[src/rtl/nand_seq_pkg.sv]
package nand_seq_pkg;

  localparam logic [2:0] KIND_RESET = 3'd0;
  localparam logic [2:0] KIND_IDENT = 3'd1;
  localparam logic [2:0] KIND_READ  = 3'd2;
  localparam logic [2:0] KIND_PROG  = 3'd3;
  localparam logic [2:0] KIND_ERASE = 3'd4;

  localparam logic [2:0] RES_OK      = 3'd0;
  localparam logic [2:0] RES_FIXED   = 3'd1;
  localparam logic [2:0] RES_UNCORR  = 3'd2;
  localparam logic [2:0] RES_PFAIL   = 3'd3;
  localparam logic [2:0] RES_EFAIL   = 3'd4;
  localparam logic [2:0] RES_TIMEOUT = 3'd5;

  localparam logic [1:0] DIR_NONE = 2'd0;
  localparam logic [1:0] DIR_IN   = 2'd1;
  localparam logic [1:0] DIR_OUT  = 2'd2;

  typedef enum logic [3:0] {
    ST_RESET, ST_WREN, ST_UNLOCK, ST_ECCON, ST_IDENT, ST_PGRD,
    ST_CACHERD, ST_LOAD, ST_EXEC, ST_ERASE, ST_POLL, ST_END
  } step_e;

  typedef struct packed {
    logic [7:0]  cmd;
    logic [23:0] addr;
    logic [1:0]  alen;
    logic [1:0]  dlen;
    logic [1:0]  dir;
    logic [15:0] len;
    logic [7:0]  wbyte;
  } desc_t;

  function automatic step_e plan_step(input logic [2:0] kind, input logic [2:0] idx);
    step_e s;
    s = ST_END;
    case (kind)
      KIND_RESET: case (idx)
        3'd0: s = ST_RESET;  3'd1: s = ST_POLL;
        3'd2: s = ST_UNLOCK; 3'd3: s = ST_ECCON;
        default: s = ST_END;
      endcase
      KIND_IDENT: s = (idx == 3'd0) ? ST_IDENT : ST_END;
      KIND_READ: case (idx)
        3'd0: s = ST_PGRD; 3'd1: s = ST_POLL; 3'd2: s = ST_CACHERD;
        default: s = ST_END;
      endcase
      KIND_PROG: case (idx)
        3'd0: s = ST_WREN; 3'd1: s = ST_LOAD;
        3'd2: s = ST_EXEC; 3'd3: s = ST_POLL;
        default: s = ST_END;
      endcase
      KIND_ERASE: case (idx)
        3'd0: s = ST_WREN; 3'd1: s = ST_ERASE; 3'd2: s = ST_POLL;
        default: s = ST_END;
      endcase
      default: s = ST_END;
    endcase
    return s;
  endfunction

  function automatic desc_t step_desc(input step_e s, input logic [23:0] row,
                                      input logic [15:0] col, input logic [15:0] len,
                                      input logic opt, input logic [1:0] id_dummy,
                                      input logic [1:0] fast_dummy);
    desc_t d;
    d = '0;
    case (s)
      ST_RESET:  d.cmd = 8'hFF;
      ST_WREN:   d.cmd = 8'h06;
      ST_UNLOCK: begin d.cmd = 8'h1F; d.addr = 24'hA0; d.alen = 2'd1;
                       d.dir = DIR_OUT; d.len = 16'd1; d.wbyte = 8'h00; end
      ST_ECCON:  begin d.cmd = 8'h1F; d.addr = 24'hB0; d.alen = 2'd1;
                       d.dir = DIR_OUT; d.len = 16'd1; d.wbyte = 8'h10; end
      ST_IDENT:  begin d.cmd = 8'h9F; d.dlen = id_dummy; d.dir = DIR_IN;
                       d.len = (len > 16'd4) ? 16'd4 : len; end
      ST_PGRD:   begin d.cmd = 8'h13; d.addr = row; d.alen = 2'd3; end
      ST_CACHERD: begin d.cmd = opt ? 8'h0B : 8'h03; d.addr = {8'h00, col};
                       d.alen = 2'd2; d.dlen = opt ? fast_dummy : 2'd0;
                       d.dir = DIR_IN; d.len = len; end
      ST_LOAD:   begin d.cmd = opt ? 8'h84 : 8'h02; d.addr = {8'h00, col};
                       d.alen = 2'd2; d.dir = DIR_OUT; d.len = len; end
      ST_EXEC:   begin d.cmd = 8'h10; d.addr = row; d.alen = 2'd3; end
      ST_ERASE:  begin d.cmd = 8'hD8; d.addr = row; d.alen = 2'd3; end
      ST_POLL:   begin d.cmd = 8'h0F; d.addr = 24'hC0; d.alen = 2'd1;
                       d.dir = DIR_IN; d.len = 16'd1; end
      default:   d = '0;
    endcase
    return d;
  endfunction

  function automatic logic [2:0] judge(input logic [2:0] kind, input logic [7:0] st);
    logic [2:0] r;
    r = RES_OK;
    case (kind)
      KIND_READ:  case (st[5:4])
        2'd0: r = RES_OK;
        2'd1: r = RES_FIXED;
        default: r = RES_UNCORR;
      endcase
      KIND_PROG:  r = st[3] ? RES_PFAIL : RES_OK;
      KIND_ERASE: r = st[2] ? RES_EFAIL : RES_OK;
      default:    r = RES_OK;
    endcase
    return r;
  endfunction

endpackage

[src/rtl/nand_seq_steps.sv]
module nand_seq_steps
  import nand_seq_pkg::*;
#(
  parameter int ID_DUMMY   = 1,
  parameter int FAST_DUMMY = 1
) (
  input  logic [2:0]  kind,
  input  logic [2:0]  idx,
  input  logic [23:0] row,
  input  logic [15:0] col,
  input  logic [15:0] len,
  input  logic        opt,
  output step_e       step_cur,
  output step_e       step_next,
  output desc_t       desc
);
  localparam logic [1:0] ID_D   = 2'(ID_DUMMY);
  localparam logic [1:0] FAST_D = 2'(FAST_DUMMY);

  assign step_cur  = plan_step(kind, idx);
  assign step_next = plan_step(kind, idx + 3'd1);
  assign desc      = step_desc(step_cur, row, col, len, opt, ID_D, FAST_D);
endmodule

[src/rtl/nand_seq_poll.sv]
module nand_seq_poll #(
  parameter int POLL_W = 16
) (
  input  logic              clk,
  input  logic              rst_n,
  input  logic              clear,
  input  logic              busy_seen,
  input  logic [POLL_W-1:0] limit,
  output logic              expired
);
  logic [POLL_W-1:0] cnt_q;
  logic [POLL_W:0]   cnt_inc;

  assign cnt_inc = {1'b0, cnt_q} + {{POLL_W{1'b0}}, 1'b1};
  assign expired = busy_seen && (cnt_inc >= {1'b0, limit});

  always_ff @(posedge clk or negedge rst_n) begin
    if (!rst_n)         cnt_q <= '0;
    else if (clear)     cnt_q <= '0;
    else if (busy_seen) cnt_q <= cnt_inc[POLL_W-1:0];
  end
endmodule

[src/rtl/nand_seq.sv]
module nand_seq
  import nand_seq_pkg::*;
#(
  parameter int LEN_W      = 13,
  parameter int POLL_W     = 16,
  parameter int ID_DUMMY   = 1,
  parameter int FAST_DUMMY = 1
) (
  input  logic              clk,
  input  logic              rst_n,
  input  logic              req_valid,
  input  logic [2:0]        req_kind,
  input  logic              req_opt,
  input  logic [23:0]       req_row,
  input  logic [15:0]       req_col,
  input  logic [LEN_W-1:0]  req_len,
  input  logic [POLL_W-1:0] poll_limit,
  output logic              op_valid,
  input  logic              op_ready,
  output logic [7:0]        op_cmd,
  output logic [23:0]       op_addr,
  output logic [1:0]        op_addr_len,
  output logic [1:0]        op_dummy_len,
  output logic [1:0]        op_dir,
  output logic [LEN_W-1:0]  op_len,
  output logic [7:0]        op_wbyte,
  input  logic              op_done,
  input  logic [7:0]        op_rdata,
  output logic              busy,
  output logic              done,
  output logic [2:0]        result
);
  typedef enum logic [1:0] {S_IDLE, S_ISSUE, S_WAIT} fsm_e;

  fsm_e              state_q;
  logic [2:0]        kind_q, idx_q, result_q;
  logic [23:0]       row_q;
  logic [15:0]       col_q;
  logic [LEN_W-1:0]  len_q;
  logic              opt_q, init_q, done_q;
  logic [7:0]        status_q;

  step_e step_cur, step_next;
  desc_t desc;

  logic kind_known, req_accept, op_fire, in_poll, answer;
  logic poll_busy_seen, poll_expired, poll_clear, seq_end;
  logic [7:0] final_status;
  logic [2:0] end_result;

  assign kind_known     = (req_kind <= KIND_ERASE);
  assign req_accept     = (state_q == S_IDLE) && req_valid && kind_known &&
                          (init_q || req_kind == KIND_RESET);
  assign op_fire        = op_valid && op_ready;
  assign in_poll        = (step_cur == ST_POLL);
  assign answer         = (state_q == S_WAIT) && op_done;
  assign poll_busy_seen = answer && in_poll && op_rdata[0];
  assign poll_clear     = (state_q == S_IDLE) || !in_poll;
  assign seq_end        = (step_next == ST_END);
  assign final_status   = in_poll ? op_rdata : status_q;
  assign end_result     = judge(kind_q, final_status);

  nand_seq_steps #(.ID_DUMMY(ID_DUMMY), .FAST_DUMMY(FAST_DUMMY)) u_steps (
    .kind(kind_q), .idx(idx_q), .row(row_q), .col(col_q),
    .len(16'(len_q)), .opt(opt_q),
    .step_cur(step_cur), .step_next(step_next), .desc(desc)
  );

  nand_seq_poll #(.POLL_W(POLL_W)) u_poll (
    .clk(clk), .rst_n(rst_n), .clear(poll_clear),
    .busy_seen(poll_busy_seen), .limit(poll_limit), .expired(poll_expired)
  );

  always_ff @(posedge clk or negedge rst_n) begin
    if (!rst_n) begin
      state_q  <= S_IDLE;
      kind_q   <= '0;
      idx_q    <= '0;
      row_q    <= '0;
      col_q    <= '0;
      len_q    <= '0;
      opt_q    <= 1'b0;
      status_q <= '0;
      init_q   <= 1'b0;
      done_q   <= 1'b0;
      result_q <= RES_OK;
    end else begin
      done_q <= 1'b0;
      case (state_q)
        S_IDLE: if (req_accept) begin
          kind_q   <= req_kind;
          row_q    <= req_row;
          col_q    <= req_col;
          len_q    <= req_len;
          opt_q    <= req_opt;
          idx_q    <= '0;
          status_q <= '0;
          state_q  <= S_ISSUE;
          if (req_kind == KIND_RESET) init_q <= 1'b0;
        end
        S_ISSUE: if (op_ready) state_q <= S_WAIT;
        S_WAIT: if (op_done) begin
          if (poll_busy_seen) begin
            if (poll_expired) begin
              state_q  <= S_IDLE;
              done_q   <= 1'b1;
              result_q <= RES_TIMEOUT;
            end else begin
              state_q <= S_ISSUE;
            end
          end else begin
            if (in_poll) status_q <= op_rdata;
            idx_q <= idx_q + 3'd1;
            if (seq_end) begin
              state_q  <= S_IDLE;
              done_q   <= 1'b1;
              result_q <= end_result;
              if (kind_q == KIND_RESET) init_q <= 1'b1;
            end else begin
              state_q <= S_ISSUE;
            end
          end
        end
        default: state_q <= S_IDLE;
      endcase
    end
  end

  assign op_valid     = (state_q == S_ISSUE);
  assign op_cmd       = desc.cmd;
  assign op_addr      = desc.addr;
  assign op_addr_len  = desc.alen;
  assign op_dummy_len = desc.dlen;
  assign op_dir       = desc.dir;
  assign op_len       = desc.len[LEN_W-1:0];
  assign op_wbyte     = desc.wbyte;
  assign busy         = (state_q != S_IDLE);
  assign done         = done_q;
  assign result       = result_q;
endmodule

[config.mk]
export PLATFORM = sky130hd
export DESIGN_NAME = nand_seq
export DESIGN_NICKNAME = d
export VERILOG_FILES = /design/src/rtl/nand_seq_pkg.sv /design/src/rtl/nand_seq_steps.sv /design/src/rtl/nand_seq_poll.sv /design/src/rtl/nand_seq.sv
export SDC_FILE = /design/constraint.sdc
export NUM_CORES = 1
export LEC_CHECK = 0
export ABC_CLOCK_PERIOD_IN_PS = 3800
export BUFFER_PORTS_ARGS = -buffer_cell sky130_fd_sc_hd__buf_4
export CAP_MARGIN = 20
export CORE_MARGIN = 2
export CORE_UTILIZATION = 45
export CTS_BUF_LIST = sky130_fd_sc_hd__clkbuf_4
export CTS_CLUSTER_SIZE = 28
export DETAILED_ROUTE_END_ITERATION = 8
export HOLD_SLACK_MARGIN = 0.03
export MAX_ROUTING_LAYER = met4
export PLACE_DENSITY = 0.79
export SLEW_MARGIN = 20
export SYNTH_ARGS = -nofsm -noshare
export SYNTH_HDL_FRONTEND = slang
export SYNTH_SLANG_ARGS = --single-unit
[constraint.sdc]
create_clock -name clk -period 3.8 [get_ports clk]
set_input_delay 0.76 -clock clk [delete_from_list [all_inputs] [get_ports clk]]
set_output_delay 0.76 -clock clk [all_outputs]
set_load 0.1 [all_outputs]
After elaboration in Yosys (flattened, before gate mapping)
Index checks and enable logic that the tools add are counted.
{ "op_classes": {"n_reduce_logical": 29, "addsub": 2, "magnitude_cmp": 3, "n_eq_ne": 32, "mux": 58} }
{ "ops": {"columns": ["operator", "count"], "rows": [
  ["$pmux 26 s5", 1],
  ["$pmux 18 s5", 1],
  ["$pmux 8 s10", 1],
  ["$pmux 4 s4", 4],
  ["$pmux 4 s3", 4],
  ["$pmux 4 s5", 2],
  ["$mux 16", 2],
  ["$mux 6", 4],
  ["$mux 3", 7],
  ["$eq 3x2->1 const B", 6],
  ["$add 16x1->17 const B", 1],
  ["$ge 17x16->1", 1],
  ["$eq 4x3->1 const B", 4],
  ["$eq 4x4->1 const B", 4],
  ["$mux 1", 14],
  ["$gt 13x3->1 const B", 1],
  ["$mux 13", 1],
  ["$logic_not 3->1", 4],
  ["$mux 4", 3],
  ["$pmux 6 s2", 1],
  ["$mux 2", 5],
  ["$ne 2x2->1 const B", 5],
  ["$eq 3x1->1 const B", 3],
  ["$pmux 3 s3", 1],
  ["other kinds (26)", 44]
]} }
{ "totals": {"inputBits": 86, "wordCells": 136, "out_inout_bits": 65, "regBits": 87} }

Depth between registers and ports, before layout
Gate-level depths: netlist of run 1.
{ "logic_depth": {"word_depth": 11, "depth_mapped": 13, "ltp_nobuf": 13} }

Cells and area by module
A second synthesis of run 1 with hierarchy kept.
{ "hier_totals": {"cells_unflattened": 572, "area_unflattened_um2": 5834.3} }
{ "by_module_without_submodules": {"columns": ["mod", "area_each_um2", "cells_per_inst", "seq_area_each_um2", "n_inst"], "rows": [
  ["nand_seq", 3060.4, 206, 1776.7, 1],
  ["nand_seq_poll", 1437.6, 169, 400.4, 1],
  ["nand_seq_steps", 1336.3, 197, 0.0, 1]
]} }

Worst setup path after synthesis of run 1
Ideal clock, no wire load.
{ "synth_timing": {"kind": "flip-flop to output port", "from": "register idx_q[1]", "to": "output op_cmd[4]", "path_stages_with_launch": 11, "n_path_buf": 2, "t_required_ns": 3.040, "setup_slack_ns": -1.933, "t_arrival_ns": 4.973, "cell_sequence": "dfrtp_1 -> inv_1 -> ha_1 -> buf_2 -> or4b_1 -> o311ai_1 -> nand3_1 -> buf_2 -> nand2b_1 -> nor3_1 -> or4_1"} }
{ "synth_between": {"elab_chain_cells": 6, "elab_cells_between_ends": 23, "classes_between": "eq/ne (13); mux (7); reduce/logical (3)"} }
{ "synth_rtl": {"columns": ["element", "line_no", "text"], "rows": [
  ["start: declaration", "nand_seq.sv:36", "logic [2:0] kind_q, idx_q, result_q;"],
  ["start signal: assignment", "nand_seq.sv:113", "idx_q <= idx_q + 3'd1;"],
  ["$eq 3x2->1, or another cell as far along", "nand_seq_pkg.sv:39, nand_seq_pkg.sv:49", null],
  ["$pmux 4 s4, or another cell as far along", "nand_seq_pkg.sv:49", "KIND_PROG: case (idx)"],
  ["$pmux 4 s5 (*)", "nand_seq_pkg.sv:38", "case (kind)"],
  ["$eq 4x2->1", "nand_seq_pkg.sv:69", "case (s)"],
  ["$reduce_or 2->1 (no source line)", null, null],
  ["$pmux 8 s10 (*)", "nand_seq_pkg.sv:69", null],
  ["end: declaration", "nand_seq.sv:20", "output logic [7:0] op_cmd,"]
]} }
Every way passes the cells marked *; elsewhere a longest branch is shown, timed or not.

Worst setup path after layout of run 1
{ "layout_timing": {"from": "register idx_q[0]", "to": "output op_cmd[4]"} }
Same word-level chain as after synthesis.

==> results of run 1 <==
[worst max-delay path: cells and delay by family (launching register included)]
kind	cells	cell delay, ps
DFF	1	480
buffers and inverters	2	360
adders and majority gates	2	340
and+or+nand+nor	5	1420
AOI/OAI and AO/OA	1	120
[metal layers]
layer  GRT usage [%]  vias to the layer above
met1            30.1                     2552
met4            8.94                        0
met5               -                        -
met3            7.99                       54
li1                -                     2303
met2            42.8                      269
[how the worst max path moves through the flow]
stage	cells after the start	slack (ps)	to	start
final	10	-170	op_cmd[4]	idx_q[0]
after global routing	13	-270	op_addr[5]	idx_q[0]
after CTS	10	-120	op_cmd[4]	idx_q[1]
after detailed placement	9	70	op_len[0]	idx_q[0]
after global placement	9	150	op_len[0]	idx_q[0]
after floorplan	11	-780	op_len[0]	idx_q[1]
[flip-flops by register name, summed over array words and instances (netlist names)]
| name | flops |
|---|---|
| init_q | 1 |
| idx_q | 3 |
| opt_q | 1 |
| row_q | 24 |
| status_q | 4 |
| kind_q | 3 |
| result | 3 |
| col_q | 16 |
| done | 1 |
| state_q | 2 |
| len_q | 13 |
| u_poll.cnt_q | 16 |
[cell usage after synthesis, types with 3 or more instances]
library cell and number:
a2111oi_0 3, a21o_1 5, a21oi_1 14, a221o_1 3
a22o_1 29, a31oi_1 6, and2_1 11, and3_1 5
buf_1 5, buf_2 17, buf_4 11, clkbuf_1 6
dfrtp_1 87, ha_1 23, inv_1 32, mux2_2 60
mux2i_1 3, nand2_1 29, nand2b_1 7, nand3_1 15
nand4_1 9, nand4b_1 3, nor2_1 32, nor2b_1 19
nor3_1 6, nor4_1 3, o21ai_0 20, o21ai_1 3
o22ai_1 6, o31ai_1 4, or2_2 3, or3_1 4
xnor2_1 9, xor2_1 7
[through the flow]
step	hold WS, ps	util, %	setup WS [ps]	instances	cell area (um^2)
final	265	69.6	-171	870	8290
after global routing	287	69.6	-266	870	8290
after CTS	261	64.0	-122	852	7620
after detailed placement	489	57.0	68.9	821	6790
after global placement	480	57.0	151	821	6790
after floorplan	464	-	-776	549	5590
[placed cells by master, fill, tap and decap left out, types with 7 or more instances in the layout]
master,n
and2_4,9
xor2_1,7
buf_6,11
a21oi_1,13
buf_4,133
xnor2_1,8
nor2_1,24
clkbuf_4,9
mux2_2,60
nand3_1,13
dfrtp_1,85
nor2b_4,11
buf_12,48
ha_1,18
nand4_1,9
nand2_1,25
conb_1,8
a22o_1,17
o21ai_0,16
a22o_4,12
inv_1,30
[cell families after synthesis]
family | count (synthesis)
simple gates | 159
compound gates | 119
flops | 87
buf+inv | 73
mux | 64
fa+ha+maj | 23
xor+xnor | 16
other cells | 1
[layout make-up]
class / count / area, um^2
Multi-Input combinational cell: 389 / 3480
Clock buffer: 9 / 67.6
Inverter: 32 / 120
Clock inverter: 7 / 62.6
Fill cell: 765 / 3620
Tap cell: 147 / 184
Sequential cell: 87 / 2180
Timing Repair Buffer: 199 / 2200
[timing repair]
| item | CTS | global route |
|---|---|---|
| pin swaps | 13 | 23 |
| setup buffers | 14 | 16 |
| endpoints found under the setup margin | 47 | 51 |
| hold buffers | 0 | 0 |
| cloned | 1 | 3 |
| gates resized for setup | 142 | 111 |
| endpoints found under the hold margin | 0 | 0 |
==> reports/metrics.yaml, run 1 <==
outcome:
  status: "finished with violations"
  violations: "negative setup slack"
worst_setup_path:
  worstPathRequired_ps: 3040
  regToRegSetupSlack_ps: 240
  r2r-end: "result[2]"
  crit_chain: "ha_4 -> ha_4 -> or4b_1 -> o311ai_2 -> nand3_2 -> buf_6 -> nand2_4 -> nor2_4 -> or4_4 -> buf_12"
  cp_data_arrival_time_ps: 3210
  crit_type: "flip-flop to output port"
  r2r_cells: 12
  endpoint_kind: "output port"
  path_common_cell: "ha_4"
  critPathSlowestCell: "or4b_1"
  cpPeakStageDelay_ps: 580
  cp_max_fo: 5
  r2r-start: "u_poll.cnt_q[2]"
  startpoint_type: "flip-flop"
die:
  initial_core_util_pct: 45.8
  io_pins: 151
  coreArea_um2: 11900
  die_h_um: 114
  std_cell_rows: 40
  die_area_um2: 13000
  die_w_um: 114
timing:
  rsz0062_at_grt: "true"
  relSlewSlack_pct: 49.6
  setup_viol: 43
  finalCriticalPeriod_ps: 3970
  clock_skew_ps: 18.2
  tightest_slew_ps: 756
  clock.fmax_ghz: 0.252
  drv_slew: 0
  layout_setup_ws_ps: -171
  hold_violations: 0
  finalSetupTns_ps: -3670
  period_share_pct: 104
global_routing:
  grt_pass1_vias: 5204
  overflow: 0
  grt_pass1_wl_um: 25800
  antenna_found_initial: 0
  grt_max_degree: 59
  grt_usage_pct: 25.9
detailed_routing:
  drtIter0Drc: 251
  post-route-drc-count: 0
  ant_nets: 0
  met1_length_um: 7370
  wl_met2_um: 9320
  wl_per_cell_um: 21.9
  finalWirelength_um: 19000
  met3_length_um: 1720
  vias: 5178
  via_per_inst: 5.95
  firstDrtPassIters: 4
  highest_layer: "met4"
logic_synthesis:
  ys.flop_type: "dfrtp_1"
  synthArstFlopShare_pct: 100
  synth_xor_xnor_area_share_pct: 2.57
  synth-seq-area-share_pct: 39.9
  synth_compound_area_share_pct: 16.2
  netlist_top_cells_area: "dfrtp_1 (40%), mux2_2 (12%), ha_1 (5.3%), a22o_1 (4.7%), inv_1 (2.2%)"
  synth_area_um2: 5450
  syn_inst: 542
  ys_ff_latch: 87
  synth_largest_area_cell: "dfrtp_1"
  synthMuxAreaShare_pct: 13.1
  yosys.area_share.adder_pct: 5.28
  synth.distinct_cells: 69
  synth_edf_count: 0
  yosys.area_share.simple_pct: 16.4
  syn_area_per_cell_um2: 10.1
  synth_top_family_by_area: "simple AND/OR/NAND/NOR gates"
  synth_top_area_share_pct: 39.9
  synth_warnings: 0
clock_network:
  clkSinkCount: 87
  clockBufferDepth: 2
  clkLatencyLatePin_ps: 490
  cts_buffers: 9
  clk_pin_slew_ps: 160
  tritoncts: "built"
  root_buffer: "clkbuf_4"
  htreeDepth: 3
job:
  cap_violations: 0
placed_design:
  dpl.hpwl_um: 10800
  routabilityCongestion: 0.893
  portBuffers: 139
final_layout:
  area_growth_pct: 52.0
  diodes: 0
  fin_nets: 827
  drive_above_1_share_pct: 51.0
hold_path:
  holdCritPathClass: "input port to asynchronous set/reset pin"
Power of run 1 is left out: the tool's default activity adds up to more than one toggle a clock period on the data nets, which glitch-free logic cannot reach.
==> run 2: changes to the inputs <==
- BUFFER_PORTS_ARGS: -buffer_cell sky130_fd_sc_hd__buf_4 -> -buffer_cell sky130_fd_sc_hd__buf_2
- CORE_UTILIZATION: 45 -> 40
- CTS_BUF_LIST: sky130_fd_sc_hd__clkbuf_4 -> sky130_fd_sc_hd__clkbuf_8 sky130_fd_sc_hd__clkbuf_16
- PLACE_DENSITY: 0.79 -> 0.73
==> run 2 against run 1 <==
  * The run still ends with negative setup slack left
  * Setup slack improved by 150 ps
  * Clock skew decreased by 12 ps
  * Core utilization decreased by 10 points
  * Global-route usage decreased by 4.3 points
  * Final area decreased by 4.8%
  * Clock-buffer cell count unchanged
  * Wire length decreased by 20%
  * Critical path type unchanged
==> reports/metrics.yaml, run 2 (synthesis gave the netlist of run 1 again) <==
detailed_routing:
  post-route-drc-count: 0
  vias: 4885
  wl_per_cell_um: 17.3
  finalWirelength_um: 15200
  firstDrtPassIters: 5
  ant_nets: 0
  drtIter0Drc: 243
  via_per_inst: 5.54
outcome:
  violations: "negative setup slack"
  status: "finished with violations"
timing:
  finalCriticalPeriod_ps: 3820
  whs_ps: 376
  clock.fmax_ghz: 0.262
  drv_slew: 0
  hold_violations: 0
  tightest_slew_ps: 602
  rsz0062_at_grt: "true"
  layout_setup_ws_ps: -21.9
  clock_skew_ps: 6.60
  setup_viol: 14
  period_share_pct: 101
  relSlewSlack_pct: 59.9
final_layout:
  reg_top3: "row_q (24), col_q (16), u_poll.cnt_q (16)"
  layout_common_cells: "buf_2 (90), dfrtp_1 (84), mux2_2 (60), buf_12 (48), buf_4 (36)"
  drive_above_1_share_pct: 48.1
  fill_cells: 1087
  diodes: 0
  fin_nets: 809
  multi_input_area_um2: 3270
  final_common_cell: "buf_2"
  regMostFlops: "row_q"
  largest_register_ffs: 24
  regArea_um2: 2180
  area_growth_pct: 44.6
worst_setup_path:
  critPathSlowestCell: "dfrtp_2"
  crit_type: "flip-flop to output port"
  r2r-start: "u_poll.cnt_q[2]"
  startpoint_type: "flip-flop"
  cp_max_fo: 13
  crit_buf_inv: 4
  r2r_cells: 12
  cp_data_arrival_time_ps: 3060
  cpPeakStageDelay_ps: 460
  regToRegSetupSlack_ps: 220
  cp.depth: 12
  crit_chain: "buf_6 -> ha_4 -> mux2_2 -> o211ai_1 -> nand4_1 -> buf_6 -> nor2_4 -> nand2_2 -> a21oi_4 -> clkbuf_16 -> a22o_2 -> buf_12"
  path_common_cell: "buf_6"
  critical_path.top_delay_family: "buffers and inverters"
  r2r-end: "result[0]"
  endpoint_kind: "output port"
  worstPathRequired_ps: 3040
job:
  cap_violations: 0
clock_network:
  cts_buffers: 9
  clockBufferDepth: 2
  root_buffer: "clkbuf_16"
  tritoncts: "built"
  clkLatencyLatePin_ps: 350
  postCtsHoldBufs: 0
  htreeDepth: 3
  clkSinkCount: 87
  clk_pin_slew_ps: 60
global_routing:
  antenna_found_initial: 0
  grt_pass1_wl_um: 24000
  grt_max_degree: 47
  grt_pass1_vias: 4941
  overflow: 0
  grt_usage_pct: 21.7
placed_design:
  portBuffers: 139
  routabilityCongestion: 0.905
  dpl.hpwl_um: 11100
die:
  std_cell_rows: 42
  io_pins: 151
  die_h_um: 121
  die_w_um: 121
  die_area_um2: 14600
  initial_core_util_pct: 41.0
  coreArea_um2: 13300
hold_path:
  holdCritPathClass: "input port to asynchronous set/reset pin"
==> run 2: changes by cell type in the layout (fill, tap and decap cells not counted), moves of 9 or more <==
cell       delta
nor2b_2       +9
buf_4        -97
nor2b_4      -11
clkbuf_4      -9
clkbuf_16    +10
buf_2        +90
==> run 2: worst max-delay path by stage <==
stage,slack [ps],start,end
after CTS,7,idx_q[1],op_addr[4]
after global routing,-140,idx_q[0],op_addr[14]
after floorplan,-780,idx_q[1],op_len[0]
after detailed placement,-20,idx_q[0],op_len[0]
after global placement,70,idx_q[0],op_len[0]
final,-20,idx_q[0],op_addr[14]
==> run 2: cell type report <==
class,instances,area share [%]
multi-input combinational,389,41.4
sequential,87,27.6
timing repair buffer,181,22.8
clock buffer,9,2.86
tap,176,2.79
inverter,32,1.52
clock inverter,7,0.920
==> run 2: per-stage QoR <==
step                      instance area [um^2]  std cells  util (%)  setup WS, ps  setup TNS [ps]
after floorplan                           5590        549         -          -776           -8670
after detailed placement                  7160        844      53.8         -18.6           -18.6
after global placement                    7160        844      53.8          73.4               0
after global routing                      7890        881      59.3          -144           -3100
after CTS                                 7550        868      56.8          6.64               0
final                                     7890        881      59.3         -21.9            -191
==> run 2: repair_timing <==
action | in CTS | in global routing
hold endpoints to repair | 0 | 0
gates resized for setup | 13 | 52
setup endpoints to repair | 46 | 44
gates cloned | 0 | 2
buffers inserted | 8 | 10
pin swaps | 4 | 7
==> run 2: per-layer routing <==
layer	vias to the layer above	track usage [%]	part of all wire [%]
li1	2262	-	-
met3	33	6.46	7.6
met5	-	-	0
met1	2417	25.6	40
met2	173	35.1	49
met4	0	7.92	2.4
Power of run 2 is left out for the same reason.
==> run 3: changes to the inputs <==
- PLACE_DENSITY: 0.73 -> 0.72
- SYNTH_HIERARCHICAL: default -> 1
==> run 3 against run 2 <==
  * Clock skew up 2.6 ps
  * Highest routed layer unchanged
  * Wire length down 7.3%
  * Via count down 3.7%
  * Sequential share of layout area up 0.47 points
  * The flow now finishes without violations
  * Register-to-register slack better by 230 ps
  * Die area up 6.4%
==> reports/metrics.yaml, run 3 <==
outcome:
  status: "finished clean"
global_routing:
  top_usage_layer: "met2"
  grt_pass1_wl_um: 24000
  antenna_found_initial: 0
  grt_max_degree: 74
  use_met3_pct: 5.20
  grt_pass1_vias: 4803
  gr-usage-met2_pct: 30.2
  grt_util_met1_pct: 24.5
  overflow: 0
  grt_usage_pct: 19.6
logic_synthesis:
  syn_inst: 569
  syn_area_per_cell_um2: 10.2
  synth_area_um2: 5820
  synth_warnings: 6
clock_network:
  clockBufferDepth: 2
  clkSinkCount: 87
  tritoncts: "built"
  clkLatencyLatePin_ps: 350
  clk_pin_slew_ps: 70
  cts_buffers: 9
  htreeDepth: 3
  root_buffer: "clkbuf_16"
  postCtsHoldBufs: 0
worst_setup_path:
  crit_buf_inv: 1
  cpPeakStageDelay_ps: 480
  endpoint_kind: "output port"
  cp_data_arrival_time_ps: 2920
  worstPathRequired_ps: 3040
  regToRegSetupSlack_ps: 450
  crit_chain: "and2_4 -> ha_4 -> a211oi_2 -> o22ai_2 -> a311oi_4 -> nor2_1 -> a21boi_4 -> or3b_2 -> buf_4"
  r2r-start: "kind_q[0]"
  crit_type: "flip-flop to output port"
  r2r_cells: 14
  critical_path.top_delay_family: "compound AO/OA/AOI/OAI gates"
  cp_max_fo: 5
  startpoint_type: "flip-flop"
  critPathSlowestCell: "or3b_2"
  r2r-end: "result[0]"
job:
  cap_violations: 0
die:
  die_area_um2: 15500
  initial_core_util_pct: 40.5
  coreArea_um2: 14400
  die_h_um: 125
  io_pins: 151
  die_w_um: 125
  std_cell_rows: 44
final_layout:
  drive_above_1_share_pct: 39.2
  layout_common_cells: "buf_2 (92), dfrtp_1 (86), buf_12 (47), nor2_1 (37), mux2_4 (30)"
  utilization_pct: 53.9
  largest_register_ffs: 24
  reg_top3: "row_q (24), col_q (16), u_poll/cnt_q (16)"
  area_growth_pct: 33.2
  final_common_cell: "buf_2"
  regMostFlops: "row_q"
  fin_nets: 808
detailed_routing:
  firstDrtPassIters: 4
  ant_nets: 0
  wl_per_cell_um: 15.8
  via_per_inst: 5.27
  finalWirelength_um: 14100
  drtIter0Drc: 328
  vias: 4703
  post-route-drc-count: 0
timing:
  finalCriticalPeriod_ps: 3680
  period_share_pct: 96.9
  drv_slew: 0
  hold_violations: 0
  setup_viol: 0
  clock_skew_ps: 9.15
  clock.fmax_ghz: 0.271
  relSlewSlack_pct: 39.0
  tightest_slew_ps: 915
hold_path:
  holdCritPathClass: "flip-flop to flip-flop"
  hold_depth: 1
  holdPathEnd: "row_q[3]"
  hold_start: "row_q[3]"
placed_design:
  routabilityCongestion: 0.853
  dpl.hpwl_um: 10600
  portBuffers: 139
run 3: final cells by class:
type | instances | area, um^2
clock inverter | 6 | 45.0
inverter | 28 | 105
clock buffer | 10 | 239
antenna | 1 | 2.50
multi-input combinational | 418 | 3400
fill | 1254 | 6620
timing repair buffer | 158 | 1540
sequential | 87 | 2180
tap | 184 | 230
run 3: worst max path at each step:
stage / from / endpoint / slack, ps / cells past startpoint
2_1_floorplan: idx_q[0] / op_cmd[7] / -270 / 10
6_report: idx_q[1] / op_cmd[0] / 120 / 9
3_5_place_dp: idx_q[1] / op_cmd[0] / 410 / 9
3_3_place_gp: idx_q[1] / op_len[0] / 450 / 9
4_1_cts: idx_q[1] / op_cmd[0] / 10 / 9
5_1_grt: idx_q[1] / op_cmd[3] / -20 / 10
run 3: worst register-to-register path, cell delays in order (launching register included):
cell,delay [ps]
dfrtp_1,520
or3b_1,440
o22ai_1,220
nand2b_4,210
nor2_1,90
inv_1,210
and4bb_1,310
nand2_1,90
nor2_1,180
inv_1,70
a31oi_1,140
o41a_1,190
nand3_1,110
a21oi_1,280
o32a_1,220
run 3: per-layer routing:
metal,up-vias,wire length (um)
li1,2291,-
met1,2242,6240
met2,153,6620
met3,17,990
met4,0,278
met5,-,0
run 3: what timing repair did:
action / in CTS / in global routing
setup endpoints to repair: 0 / 40
hold endpoints to repair: 0 / 0
gates resized for setup: 0 / 5
buffers inserted: 0 / 1
run 3: per-stage QoR:
step	hold WS, ps	setup TNS (ps)	area (um^2)	cells	setup slack (ps)
2_1_floorplan	464	-773	5980	578	-267
3_3_place_gp	477	0	7440	874	450
3_5_place_dp	482	0	7440	874	406
4_1_cts	498	0	7720	890	12.4
5_1_grt	511	-32.2	7740	891	-22.0
6_report	492	0	7750	892	117
Power of run 3 is left out for the same reason.
